**config.mk**
```make
export PLATFORM = sky130hd
export DESIGN_NAME = bw_lend_ctrl
export DESIGN_NICKNAME = d
export VERILOG_FILES = /design/src/rtl/bw_lend_pkg.sv /design/src/rtl/bw_lend_fsm.sv /design/src/rtl/bw_lend_dp.sv /design/src/rtl/bw_lend_ctrl.sv
export SDC_FILE = /design/constraint.sdc
export NUM_CORES = 1
export LEC_CHECK = 0
export BUFFER_PORTS_ARGS = -buffer_cell sky130_fd_sc_hd__clkbuf_2
export CAP_MARGIN = 40
export CORE_UTILIZATION = 40
export DETAILED_ROUTE_END_ITERATION = 8
export PLACE_DENSITY = 0.68
export SETUP_SLACK_MARGIN = 0.3
export SLEW_MARGIN = 20
export SYNTH_ARGS = -nofsm -noshare
export SYNTH_HDL_FRONTEND = slang
export SYNTH_HIERARCHICAL = 1
export SYNTH_SLANG_ARGS = --single-unit
```
**constraint.sdc**
```tcl
create_clock -name clk -period 2.2 [get_ports clk]
set_input_delay 0.22 -clock clk [delete_from_list [all_inputs] [get_ports clk]]
set_output_delay 0.22 -clock clk [all_outputs]
set_load 0.02 [all_outputs]
```
**src/rtl/bw_lend_pkg.sv**
```systemverilog
package bw_lend_pkg;

  typedef enum logic [1:0] {
    MSG_NONE    = 2'd0,
    MSG_OFFER   = 2'd1,
    MSG_ACCEPT  = 2'd2,
    MSG_CONFIRM = 2'd3
  } msgKind_e;

  typedef enum logic [1:0] {
    LC_IDLE   = 2'd0,
    LC_LIGHT  = 2'd1,
    LC_NORMAL = 2'd2,
    LC_HEAVY  = 2'd3
  } linkClass_e;

  typedef enum logic [2:0] {
    ST_IDLE,
    ST_OFFER,
    ST_WAIT,
    ST_ACTIVATE,
    ST_CONFIRM
  } lendState_e;

  // control -> datapath
  typedef struct packed {
    logic latchWindow;
    logic emitOffer;
    logic commitRings;
    logic captureAcceptor;
    logic emitConfirm;
  } lendStrobe_t;

  // datapath -> control
  typedef struct packed {
    logic slotBusy;
    logic acceptForMe;
    logic ownOfferBack;
    logic offerPending;
  } lendFlags_t;

endpackage

```
**src/rtl/bw_lend_fsm.sv**
```systemverilog
module bw_lend_fsm
  import bw_lend_pkg::*;
#(
  parameter int TIMEOUT = 24,
  localparam int TW = $clog2(TIMEOUT + 1)
) (
  input  logic        clk,
  input  logic        rstN,
  input  logic        windowStart,
  input  lendFlags_t  flags,
  output lendStrobe_t strobes
);

  lendState_e state, nextState;
  logic [TW-1:0] waitTimer;

  always_comb begin
    strobes   = '0;
    nextState = state;
    unique case (state)
      ST_IDLE: begin
        if (windowStart) begin
          strobes.latchWindow = 1'b1;
          if (flags.offerPending) nextState = ST_OFFER;
        end
      end
      ST_OFFER: begin
        if (!flags.slotBusy) begin
          strobes.emitOffer = 1'b1;
          nextState         = ST_WAIT;
        end
      end
      ST_WAIT: begin
        if (flags.acceptForMe) begin
          strobes.captureAcceptor = 1'b1;
          nextState               = ST_ACTIVATE;
        end else if (flags.ownOfferBack) begin
          nextState = ST_IDLE;
        end else if (waitTimer == TW'(TIMEOUT - 1)) begin
          nextState = ST_IDLE;
        end
      end
      ST_ACTIVATE: begin
        strobes.commitRings = 1'b1;
        nextState           = ST_CONFIRM;
      end
      ST_CONFIRM: begin
        if (!flags.slotBusy) begin
          strobes.emitConfirm = 1'b1;
          nextState           = ST_IDLE;
        end
      end
      default: nextState = ST_IDLE;
    endcase
  end

  always_ff @(posedge clk or negedge rstN) begin
    if (!rstN) begin
      state     <= ST_IDLE;
      waitTimer <= '0;
    end else begin
      state <= nextState;
      if (strobes.emitOffer)    waitTimer <= '0;
      else if (state == ST_WAIT) waitTimer <= waitTimer + TW'(1);
    end
  end


  wait_count_chk: assert property (@(posedge clk) disable iff (!rstN)
    (state == ST_WAIT && $past(state) == ST_WAIT) |-> waitTimer == $past(waitTimer) + TW'(1));


  window_idle_only_chk: assert property (@(posedge clk) disable iff (!rstN)
    ($past(state) != ST_IDLE && $past(state) != ST_CONFIRM && state == ST_OFFER) |-> $past(state) == ST_OFFER);

endmodule

```
**src/rtl/bw_lend_dp.sv**
```systemverilog
module bw_lend_dp
  import bw_lend_pkg::*;
#(
  parameter int NUM_CLUSTERS = 4,
  parameter int NUM_LINKS    = 4,
  localparam int IDW = (NUM_CLUSTERS > 1) ? $clog2(NUM_CLUSTERS) : 1
) (
  input  logic                   clk,
  input  logic                   rstN,
  input  logic [IDW-1:0]         myId,
  input  logic [2*NUM_LINKS-1:0] linkClass,
  input  logic                   inValid,
  input  logic [1:0]             inKind,
  input  logic [IDW-1:0]         inSrc,
  input  logic [IDW-1:0]         inDst,
  input  logic [NUM_LINKS-1:0]   inMask,
  input  lendStrobe_t            strobes,
  output lendFlags_t             flags,
  output logic                   outValid,
  output logic [1:0]             outKind,
  output logic [IDW-1:0]         outSrc,
  output logic [IDW-1:0]         outDst,
  output logic [NUM_LINKS-1:0]   outMask,
  output logic [NUM_LINKS-1:0]   ringEnable,
  output logic [NUM_LINKS-1:0]   extraGrant,
  output logic                   tileNotify,
  output logic                   needBw
);

  // per-link classification
  logic [NUM_LINKS-1:0] lendable;
  logic [NUM_LINKS-1:0] congested;

  for (genvar k = 0; k < NUM_LINKS; k++) begin : g_cls
    linkClass_e code;
    assign code         = linkClass_e'(linkClass[2*k +: 2]);
    assign lendable[k]  = (code == LC_IDLE) || (code == LC_LIGHT);
    assign congested[k] = (code == LC_HEAVY);
  end

  logic [NUM_LINKS-1:0] offerMask;
  logic                 claimed, granted;
  logic [IDW-1:0]       claimedFrom, acceptorId;

  // incoming decode
  logic isOffer, isAccept, isConfirm, fromMe, toMe;
  logic claimNow, fwdMsg, confirmHit;

  always_comb begin
    isOffer    = inValid && (inKind == MSG_OFFER);
    isAccept   = inValid && (inKind == MSG_ACCEPT);
    isConfirm  = inValid && (inKind == MSG_CONFIRM);
    fromMe     = (inSrc == myId);
    toMe       = (inDst == myId);
    claimNow   = isOffer && !fromMe && needBw && !claimed;
    fwdMsg     = (isOffer && !fromMe && !claimNow) ||
                 ((isAccept || isConfirm) && !fromMe && !toMe);
    confirmHit = isConfirm && toMe && !fromMe && claimed && !granted &&
                 (inSrc == claimedFrom) && !strobes.latchWindow;

    flags.slotBusy     = claimNow || fwdMsg;
    flags.acceptForMe  = isAccept && toMe && !fromMe;
    flags.ownOfferBack = isOffer && fromMe;
    flags.offerPending = |lendable;
  end

  // output slot selection: ring traffic first
  logic                 nValid;
  logic [1:0]           nKind;
  logic [IDW-1:0]       nSrc, nDst;
  logic [NUM_LINKS-1:0] nMask;

  always_comb begin
    nValid = 1'b0;
    nKind  = MSG_NONE;
    nSrc   = myId;
    nDst   = myId;
    nMask  = '0;
    if (claimNow) begin
      nValid = 1'b1;
      nKind  = MSG_ACCEPT;
      nDst   = inSrc;
      nMask  = inMask;
    end else if (fwdMsg) begin
      nValid = 1'b1;
      nKind  = inKind;
      nSrc   = inSrc;
      nDst   = inDst;
      nMask  = inMask;
    end else if (strobes.emitOffer) begin
      nValid = 1'b1;
      nKind  = MSG_OFFER;
      nMask  = offerMask;
    end else if (strobes.emitConfirm) begin
      nValid = 1'b1;
      nKind  = MSG_CONFIRM;
      nDst   = acceptorId;
      nMask  = offerMask;
    end
  end

  always_ff @(posedge clk or negedge rstN) begin
    if (!rstN) begin
      outValid <= 1'b0;
      outKind  <= MSG_NONE;
      outSrc   <= '0;
      outDst   <= '0;
      outMask  <= '0;
    end else begin
      outValid <= nValid;
      outKind  <= nKind;
      outSrc   <= nSrc;
      outDst   <= nDst;
      outMask  <= nMask;
    end
  end

  always_ff @(posedge clk or negedge rstN) begin
    if (!rstN) begin
      offerMask   <= '0;
      needBw      <= 1'b0;
      ringEnable  <= '0;
      extraGrant  <= '0;
      claimed     <= 1'b0;
      granted     <= 1'b0;
      claimedFrom <= '0;
      acceptorId  <= '0;
      tileNotify  <= 1'b0;
    end else begin
      tileNotify <= confirmHit;
      if (strobes.captureAcceptor) acceptorId <= inSrc;
      if (strobes.latchWindow) begin
        offerMask  <= lendable;
        needBw     <= |congested;
        ringEnable <= '0;
        extraGrant <= '0;
        claimed    <= 1'b0;
        granted    <= 1'b0;
      end else begin
        if (claimNow) begin
          claimed     <= 1'b1;
          claimedFrom <= inSrc;
        end
        if (strobes.commitRings) ringEnable <= offerMask;
        if (confirmHit) begin
          extraGrant <= inMask;
          granted    <= 1'b1;
        end
      end
    end
  end


  ring_hold_chk: assert property (@(posedge clk) disable iff (!rstN)
    !$stable(ringEnable) |-> $past(strobes.latchWindow || strobes.commitRings));


  grant_hold_chk: assert property (@(posedge clk) disable iff (!rstN)
    !$stable(extraGrant) |-> $past(strobes.latchWindow || confirmHit));


  accept_needs_request_chk: assert property (@(posedge clk) disable iff (!rstN)
    (outValid && outKind == MSG_ACCEPT && outSrc == myId) |-> $past(needBw));


  confirm_after_commit_chk: assert property (@(posedge clk) disable iff (!rstN)
    (outValid && outKind == MSG_CONFIRM && outSrc == myId) |-> (ringEnable == offerMask && |ringEnable));


  notify_pulse_chk: assert property (@(posedge clk) disable iff (!rstN)
    tileNotify |=> !tileNotify);

endmodule

```
**src/rtl/bw_lend_ctrl.sv**
```systemverilog
module bw_lend_ctrl
  import bw_lend_pkg::*;
#(
  parameter int NUM_CLUSTERS = 4,
  parameter int NUM_LINKS    = 4,
  parameter int TIMEOUT      = 24,
  localparam int IDW = (NUM_CLUSTERS > 1) ? $clog2(NUM_CLUSTERS) : 1
) (
  input  logic                   clk,
  input  logic                   rstN,
  input  logic [IDW-1:0]         myId,
  input  logic                   windowStart,
  input  logic [2*NUM_LINKS-1:0] linkClass,
  input  logic                   inValid,
  input  logic [1:0]             inKind,
  input  logic [IDW-1:0]         inSrc,
  input  logic [IDW-1:0]         inDst,
  input  logic [NUM_LINKS-1:0]   inMask,
  output logic                   outValid,
  output logic [1:0]             outKind,
  output logic [IDW-1:0]         outSrc,
  output logic [IDW-1:0]         outDst,
  output logic [NUM_LINKS-1:0]   outMask,
  output logic [NUM_LINKS-1:0]   ringEnable,
  output logic [NUM_LINKS-1:0]   extraGrant,
  output logic                   tileNotify,
  output logic                   needBw
);

  lendStrobe_t strobes;
  lendFlags_t  flags;

  bw_lend_fsm #(.TIMEOUT(TIMEOUT)) u_fsm (
    .clk(clk), .rstN(rstN), .windowStart(windowStart),
    .flags(flags), .strobes(strobes)
  );

  bw_lend_dp #(.NUM_CLUSTERS(NUM_CLUSTERS), .NUM_LINKS(NUM_LINKS)) u_dp (
    .clk(clk), .rstN(rstN), .myId(myId), .linkClass(linkClass),
    .inValid(inValid), .inKind(inKind), .inSrc(inSrc), .inDst(inDst),
    .inMask(inMask), .strobes(strobes), .flags(flags),
    .outValid(outValid), .outKind(outKind), .outSrc(outSrc),
    .outDst(outDst), .outMask(outMask), .ringEnable(ringEnable),
    .extraGrant(extraGrant), .tileNotify(tileNotify), .needBw(needBw)
  );

endmodule

```
==> results.ini, run 1 <==
[critical_path]
critPathLaunchType = input pin
crit_arrival_ns = 1.97
cp_cell_sequence = clkbuf_2 -> xor2_2 -> o21ai_2 -> a21oi_4 -> or4b_4 -> inv_4 -> nor2_4 -> nand3_1 -> o31ai_1 -> a211oi_1
cpMaxStageDelayCell = sky130_fd_sc_hd__or4b_4
critical_path_peak_fanout = 7
critical_path.top_delay_family = simple AND/OR/NAND/NOR gates
endpoint_kind = flop
timing.critical_path.slowest_cell_delay_ns = 0.52
cp_data_required_time_ns = 2.40
timing.critical_path.buf_inv = 2
crit_type = input pin to flop

[detailed_routing]
vias = 1522
drt-wirelength-per-cell_um = 13.8
drc_errors = 0
viasPerCell = 5.06
drt-total-wl_um = 4150
ant_nets = 0
drt-pass1-iter-count = 4
drt-initial-drc-count = 107

[cells_and_area]
drive_gt1_share_pct = 39.7
antennaDiodeCount = 0
syn_to_final_growth_pct = 26.5
final_nets = 258

[global_routing]
overall_overflow_remaining_after_global_route = 0
wire_length_of_the_first_global_routing_pass_um = 7200
antenna_found_initial = 0
grt_start_max_net_pins = 40
grt.total_usage_pct = 18.1
grt_pass1_vias = 1538

[logic_synthesis]
synth_sequential_area_ratio_pct = 49.8
top_cells_by_count_synth = sky130_fd_sc_hd__dfrtp_1, sky130_fd_sc_hd__nor2_1, sky130_fd_sc_hd__mux2i_1
ys_dominant_reg_cell = sky130_fd_sc_hd__dfrtp_1
synthDominantAreaCellType = sky130_fd_sc_hd__dfrtp_1
post_synth.cell_area_avg_um2 = 11.1
synthesis.nets = 201
yosys_warnings = 6
yosys-top-cells-area = sky130_fd_sc_hd__dfrtp_1, sky130_fd_sc_hd__mux2i_1, sky130_fd_sc_hd__mux2_2
unique_cell_type_count_in_the_yosys_netlist = 47
postSynthRegisterBits = 39
synth_async_sr_flop_share_pct = 100
post-synth-top-area-fraction_pct = 49.8
syn_inst = 176
post-synth-top-count-cell = sky130_fd_sc_hd__dfrtp_1
synth_edf_count = 0
synth.cell_area_um2 = 1960

[timing]
clock.fmax_ghz = 0.567
finalSetupTns_ns = 0
final_hold_viol_count = 0
final_critical_path_setup_slack_ns = 0.438
timing.final.crit_share_pct = 80.1
timing.slew.headroom_pct = 66.8
period_needed_ns = 1.76
final-max-slew-violation-count = 0
timing_worst_slew_pin_value_ns = 0.497
finalSetupViolCount = 0
timing.clock.skew_ns = 0.00644
rsz0062_at_grt = no

[clock_network]
numCtsBuffers = 5
clock_latency_ns = 0.30
ctsHoldBuffers = 1
htree_num_levels = 2
cts_root_buf = sky130_fd_sc_hd__clkbuf_8
postCtsSetupRepairBufs = 0
tritoncts = built
post_cts_resized = 0
clk_pin_slew_worst_paths_ns = 0.08
clock-sinks = 39
cts.path.max_buffers = 2

[floorplanning]
die_h_um = 72.0
chipWidth_um = 72.0
design.portCount = 45
initial_utilization_pct = 41.5
placementRows = 25
core_area_um2 = 4720
design.die.area_um2 = 5190

[pwr]
irDropWorstVdd_mv = 0.381
leakagePower_uw = 0.00116
pwr_density_cell_nw_per_um2 = 1050

[place]
place.port_buffers = 44
detailed_place_hpwl_um = 3120
post_placement_worst_setup_slack_ns = 0.163
gp_congestion = 0.856

[outcome]
run_status = completed

[min_path]
timing.hold.worst.class = input pin to flop

[run]
cap_viol_max_count = 0

==> state kept, by name, summed over array words and instances (netlist names) <==
register          cells
u_dp/claimedFrom      2
u_dp/outKind          2
u_dp/outDst           2
u_fsm/waitTimer       5
u_dp/ringEnable       4
u_dp/outSrc           2
u_dp/needBw           1
u_dp/claimed          1
u_dp/extraGrant       4
u_dp/outMask          4
u_dp/granted          1
u_dp/tileNotify       1
u_fsm/state           3
u_dp/acceptorId       2
u_dp/outValid         1
u_dp/offerMask        4
==> final timing paths <==
path                               startpoint                   to  slack (ns)  depth (start not counted)
max                                   myId[0]      u_dp/outKind[0]        0.44                         10
min reg2reg                u_fsm/waitTimer[3]   u_fsm/waitTimer[3]        0.51                          1
min in group asynchronous                rstN   u_dp/ringEnable[3]        0.50                          3
max in group asynchronous                rstN  u_dp/claimedFrom[0]        1.36                          3
max reg2reg                    u_fsm/state[1]      u_dp/outKind[0]        0.50                          6
min                              linkClass[3]    u_dp/offerMask[1]        0.13                          2
==> worst reg2reg max path, stage by stage (launching register included) <==
cell                       delay (ns)
sky130_fd_sc_hd__dfrtp_1         0.47
sky130_fd_sc_hd__or4b_4          0.60
sky130_fd_sc_hd__inv_4           0.14
sky130_fd_sc_hd__nor2_4          0.06
sky130_fd_sc_hd__nand3_1         0.08
sky130_fd_sc_hd__o31ai_1         0.07
sky130_fd_sc_hd__a211oi_1        0.20
==> layout by cell type, fill, tap and decap left out, types with 3 or more instances in the layout <==
cell and count:
sky130_fd_sc_hd__mux2i_1 14, sky130_fd_sc_hd__dfrtp_1 39, sky130_fd_sc_hd__a21oi_1 6, sky130_fd_sc_hd__nand2b_1 11
sky130_fd_sc_hd__mux2_2 10, sky130_fd_sc_hd__nor2_1 15, sky130_fd_sc_hd__nand2_1 9, sky130_fd_sc_hd__clkbuf_2 44
sky130_fd_sc_hd__nor2b_1 3, sky130_fd_sc_hd__clkbuf_8 6, sky130_fd_sc_hd__nand3_1 3, sky130_fd_sc_hd__buf_4 11
sky130_fd_sc_hd__xnor2_1 4, sky130_fd_sc_hd__inv_1 5, sky130_fd_sc_hd__o21ai_0 3
==> cell type report <==
class / count / area, um2
clock inverter: 2 / 16.3
inverter: 6 / 25.0
timing repair buffer: 56 / 313
fill: 442 / 2240
multi-input combinational: 125 / 983
sequential: 39 / 976
tap: 67 / 83.8
clock buffer: 6 / 82.6
==> metal layers <==
layer  global-route usage [%]  vias up  wire [um]
met4                     6.54        0         65
met1                     23.9      739       1950
li1                         -      743          -
met5                        0        -          0
met3                     3.75        6        129
met2                     29.7       34       2010
==> logic make-up (layout without fill, tap and decap cells) <==
kind of cell               count (synthesis)  after routing  synth area share [%]
adders and majority gates                  1              1                 0.638
AOI/OAI and AO/OA                         28             28                  10.1
muxes                                     26             26                  14.4
buffers and inverters                     12             70                  2.81
DFF                                       39             39                  49.8
xor gates and xnor gates                   9              9                  4.02
and+or+nand+nor                           61             61                  18.2
==> power by group <==
part / internal, uW / leakage [uW] / switching (uW) / total (uW)
Clock: 256 / 0.0000474 / 263 / 519
Sequential: 932 / 0.000501 / 161 / 1090
Combinational: 442 / 0.000611 / 547 / 989
Total: 1630 / 0.00116 / 971 / 2600
==> stage by stage <==
step	instance area [um2]	utilization, %	power (uW)	hold slack [ns]	instances
global placement	2370	50.2	2080	0.306	292
CTS	2480	52.5	2630	0.125	301
global route	2480	52.5	2780	0.123	301
finish	2480	52.5	2600	0.133	301
floorplan	2010	-	1780	-0.0756	176
detailed placement	2370	50.2	2100	0.306	292
Note: power is estimated with default switching activity, not from simulation.
==> inputs of run 2 (changes only) <==
--- a/config.mk
+++ b/config.mk
@@ -5,6 +5,7 @@
 export SDC_FILE = /design/constraint.sdc
 export NUM_CORES = 1
 export LEC_CHECK = 0
+export ABC_AREA = 1
 export BUFFER_PORTS_ARGS = -buffer_cell sky130_fd_sc_hd__clkbuf_2
 export CAP_MARGIN = 40
 export CORE_UTILIZATION = 40
==> constraint.sdc (replaced) <==
create_clock -name clk -period 1.8 [get_ports clk]
set_input_delay 0.18 -clock clk [delete_from_list [all_inputs] [get_ports clk]]
set_output_delay 0.18 -clock clk [all_outputs]
set_load 0.02 [all_outputs]
==> run 2 against run 1 <==
Combinational power rose by 30%; non-clock buffer count is 1 higher; sequential share of layout area down 0.89 points; sequential power up 23%; cell count increased by 25%; clock power up 44%; first-iteration DRC count down 14%; synthesized cell count is 40% higher; via count rose by 17%; design area is 2.6% higher; register-to-register slack worse by 0.13 ns; clock skew rose by 0.011 ns; critical path type is now flop to flop; largest power group unchanged.
==> results.ini, run 2 <==
[timing]
finalSetupViolCount = 0  ; unchanged
clock.fmax_ghz = 0.698
timing.final.crit_share_pct = 79.6
timing.clock.skew_ns = 0.0174  ; +0.0109 ns
timing.slew.headroom_pct = 60.3  ; -6.5 points
final_critical_path_setup_slack_ns = 0.368  ; -0.0700 ns
period_needed_ns = 1.43
finalSetupTns_ns = 0  ; unchanged
fin_worst_hold_slack_ns = 0.0886  ; -0.0444 ns
rsz0062_at_grt = yes
final-max-slew-violation-count = 0  ; unchanged
final_hold_viol_count = 0  ; unchanged
timing_worst_slew_pin_value_ns = 0.596  ; +0.0986 ns

[pwr]
leakagePower_uw = 0.00135  ; +16%
totalPowerFinal_uw = 3380  ; +30%
irDropWorstVdd_mv = 0.759  ; +99%
pwr_density_cell_nw_per_um2 = 1330  ; +27%

[place]
place_area_um2 = 2330  ; -1.5%
gp_congestion = 0.833  ; -2.8%
post_placement_worst_setup_slack_ns = 0.0807  ; -0.0826 ns
place.port_buffers = 44  ; unchanged
detailed_place_hpwl_um = 3310  ; +6.0%

[critical_path]
crit_type = flop to flop
timing.critical_path.buf_inv = 1  ; -1
crit_arrival_ns = 1.66  ; -0.31 ns
cp_cell_sequence = inv_2 -> nand3_1 -> nor2_4 -> nand2_2 -> o21ai_0 -> nand4_1 -> nand3_1
ff_to_ff_setup_slack_ns = 0.37  ; -0.13 ns
r2r_end = u_dp/outDst[0]
crit_cells = 7  ; -3
r2r_cells = 7  ; +1
critPathMostFrequentCell = sky130_fd_sc_hd__nand3_1
endpoint_kind = flop
timing.critical_path.slowest_cell_delay_ns = 0.44  ; -0.08 ns
critPathLaunchType = flop
cp_data_required_time_ns = 2.03  ; -0.37 ns
cpMaxStageDelayCell = sky130_fd_sc_hd__dfrtp_2
critical_path_peak_fanout = 6  ; -1
critical_path.top_delay_family = simple AND/OR/NAND/NOR gates
r2r_start = u_fsm/state[0]

[logic_synthesis]
synth_async_sr_flop_share_pct = 100  ; unchanged
yosys-top-cells-area = sky130_fd_sc_hd__dfrtp_1, sky130_fd_sc_hd__nand2_1, sky130_fd_sc_hd__inv_1
yosys_warnings = 6  ; unchanged
yosys.area_share.adder_pct = 0.628  ; -0.010 points
synth-compound-area-share_pct = 10.0  ; -0.10 points
share_of_the_synthesized_netlist_area_taken_by_xor_and_xnor_gates_pct = 0.879  ; -3.1 points
post_synth.cell_area_avg_um2 = 8.10  ; -27%
synthesis.nets = 271  ; +35%
synth.cell_area_um2 = 1990  ; +1.7%
unique_cell_type_count_in_the_yosys_netlist = 31  ; -34%
synthDominantAreaCellType = sky130_fd_sc_hd__dfrtp_1
synth_edf_count = 0  ; unchanged
ys_dominant_reg_cell = sky130_fd_sc_hd__dfrtp_1
post_synth_and_or_nand_nor_area_fraction_pct = 30.8  ; +13 points
synthMuxAreaShare_pct = 0  ; -14 points
postSynthRegisterBits = 39  ; unchanged
synth_top_family_by_area = simple AND/OR/NAND/NOR gates
synth_sequential_area_ratio_pct = 49.0  ; -0.81 points
top_cells_by_count_synth = sky130_fd_sc_hd__nand2_1, sky130_fd_sc_hd__dfrtp_1, sky130_fd_sc_hd__inv_1
syn_inst = 246  ; +40%
post-synth-top-area-fraction_pct = 49.0  ; -0.81 points
post-synth-top-count-cell = sky130_fd_sc_hd__nand2_1

[min_path]
hold_depth = 2  ; unchanged
timing.hold.worst.start = linkClass[3]
timing.hold.worst_endpoint = u_dp/offerMask[1]
timing.hold.worst.class = input pin to flop

[detailed_routing]
met1_length_um = 2100  ; +7.6%
top_layer_used = met4
viasPerCell = 4.73  ; -6.4%
drt-initial-drc-count = 92  ; -14%
detailroute.wirelength.met3_um = 174  ; +35%
ant_nets = 0  ; unchanged
drc_errors = 0  ; unchanged
vias = 1775  ; +17%
drt-pass1-iter-count = 4  ; unchanged
dr_wl_met2_um = 1990  ; -1.0%
drt-wirelength-per-cell_um = 11.5  ; -16%
drt-total-wl_um = 4330  ; +4.2%

[floorplanning]
initial_utilization_pct = 41.9  ; +0.41 points
die_h_um = 72.6  ; +0.81%
design.portCount = 45  ; unchanged
core_area_um2 = 4750  ; +0.66%
placementRows = 25  ; unchanged
chipWidth_um = 72.6  ; +0.81%
design.die.area_um2 = 5270  ; +1.6%

[global_routing]
grt_start_max_net_pins = 26  ; -35%
overall_overflow_remaining_after_global_route = 0  ; unchanged
grt.total_usage_pct = 18.1  ; about the same
grt_pass1_vias = 1635  ; +6.3%
wire_length_of_the_first_global_routing_pass_um = 7300  ; +1.4%
antenna_found_initial = 0  ; unchanged

[clock_network]
tritoncts = built
htree_num_levels = 2  ; unchanged
cts.path.max_buffers = 2  ; unchanged
clk_pin_slew_worst_paths_ns = 0.09  ; about the same
clock_latency_ns = 0.30  ; about the same
cts_root_buf = sky130_fd_sc_hd__clkbuf_8
numCtsBuffers = 5  ; unchanged
clock-sinks = 39  ; unchanged

[cells_and_area]
drive_gt1_share_pct = 31.8  ; -7.9 points
layout_commonest_cell = sky130_fd_sc_hd__nand2_1
syn_to_final_growth_pct = 27.6
register_ranked_first_by_flip_flop_count = u_fsm/waitTimer
final_design_instance_area_without_fill_um2 = 2540  ; +2.6%
largest_register_ffs = 5  ; unchanged
top_library_cells_by_usage_in_the_layout_fill_and_taps_aside = sky130_fd_sc_hd__nand2_1, sky130_fd_sc_hd__clkbuf_2, sky130_fd_sc_hd__dfrtp_1
final_nets = 332  ; +29%
antennaDiodeCount = 0  ; unchanged

[outcome]
run_status = completed

[run]
cap_viol_max_count = 0  ; unchanged

==> run 2: changes by cell type in the layout (fill, tap and decap cells not counted), sizes merged, moves of 13 or more <==
cell   delta
mux2i    -14
inv      +35
nand2    +60
nand3    +18
nand4    +13
o21ai    +21
==> run 2: timing repair <==
action / in CTS / in global routing
hold buffers: 1 / 0
pin swaps: 0 / 3
hold endpoints to repair: 23 / 0
endpoints found under the setup margin: 13 / 23
buffers inserted: 2 / 3
gates cloned: 0 / 0
resized for setup: 1 / 11
==> run 2: logic make-up (layout without fill, tap and decap cells) <==
| group | count (synthesis) | count (layout) |
|---|---|---|
| simple gates | 123 | 123 |
| buf+inv | 44 | 106 |
| flops | 39 | 39 |
| compound gates | 37 | 37 |
| xor+xnor | 2 | 2 |
| fa+ha+maj | 1 | 1 |
==> run 2: routing by layer <==
layer	vias to the layer above	GRT usage, %
met2	45	29.2
met4	0	7.19
met3	7	3.73
met5	-	0
met1	796	23.9
li1	927	-
==> run 2: stage by stage <==
| step | utilization [%] | cells |
|---|---|---|
| after global routing | 53.5 | 375 |
| after global placement | 49.1 | 361 |
| after floorplan | - | 246 |
| after detailed placement | 49.1 | 361 |
| final | 53.5 | 375 |
| after CTS | 52.1 | 372 |
==> run 2: power by group <==
group | switching, uW | internal [uW] | leakage [uW]
sequential | 188 | 1150 | 0.000496
clock | 330 | 420 | 0.0000587
combinational | 817 | 475 | 0.000791
==> run 2: final cells by class <==
class / count / area, um2
repair buffers: 57 / 320
clock inverters: 3 / 47.5
multi-input cells: 163 / 890
fillers: 485 / 2210
clock buffers: 5 / 68.8
inverters: 41 / 155
flip-flops and latches: 39 / 978
well taps: 67 / 83.8
==> run 2: how the worst max path moves through the flow <==
stage	start	end	slack (ns)
final	u_fsm/state[0]	u_dp/outDst[0]	0.37
after global routing	u_dp/claimed	u_dp/outMask[0]	0.25
after CTS	u_dp/claimed	u_dp/outMask[0]	0.30
after detailed placement	myId[0]	u_dp/acceptorId[0]	0.08
after global placement	myId[0]	u_dp/acceptorId[1]	0.07
after floorplan	myId[0]	u_dp/outDst[0]	0.34
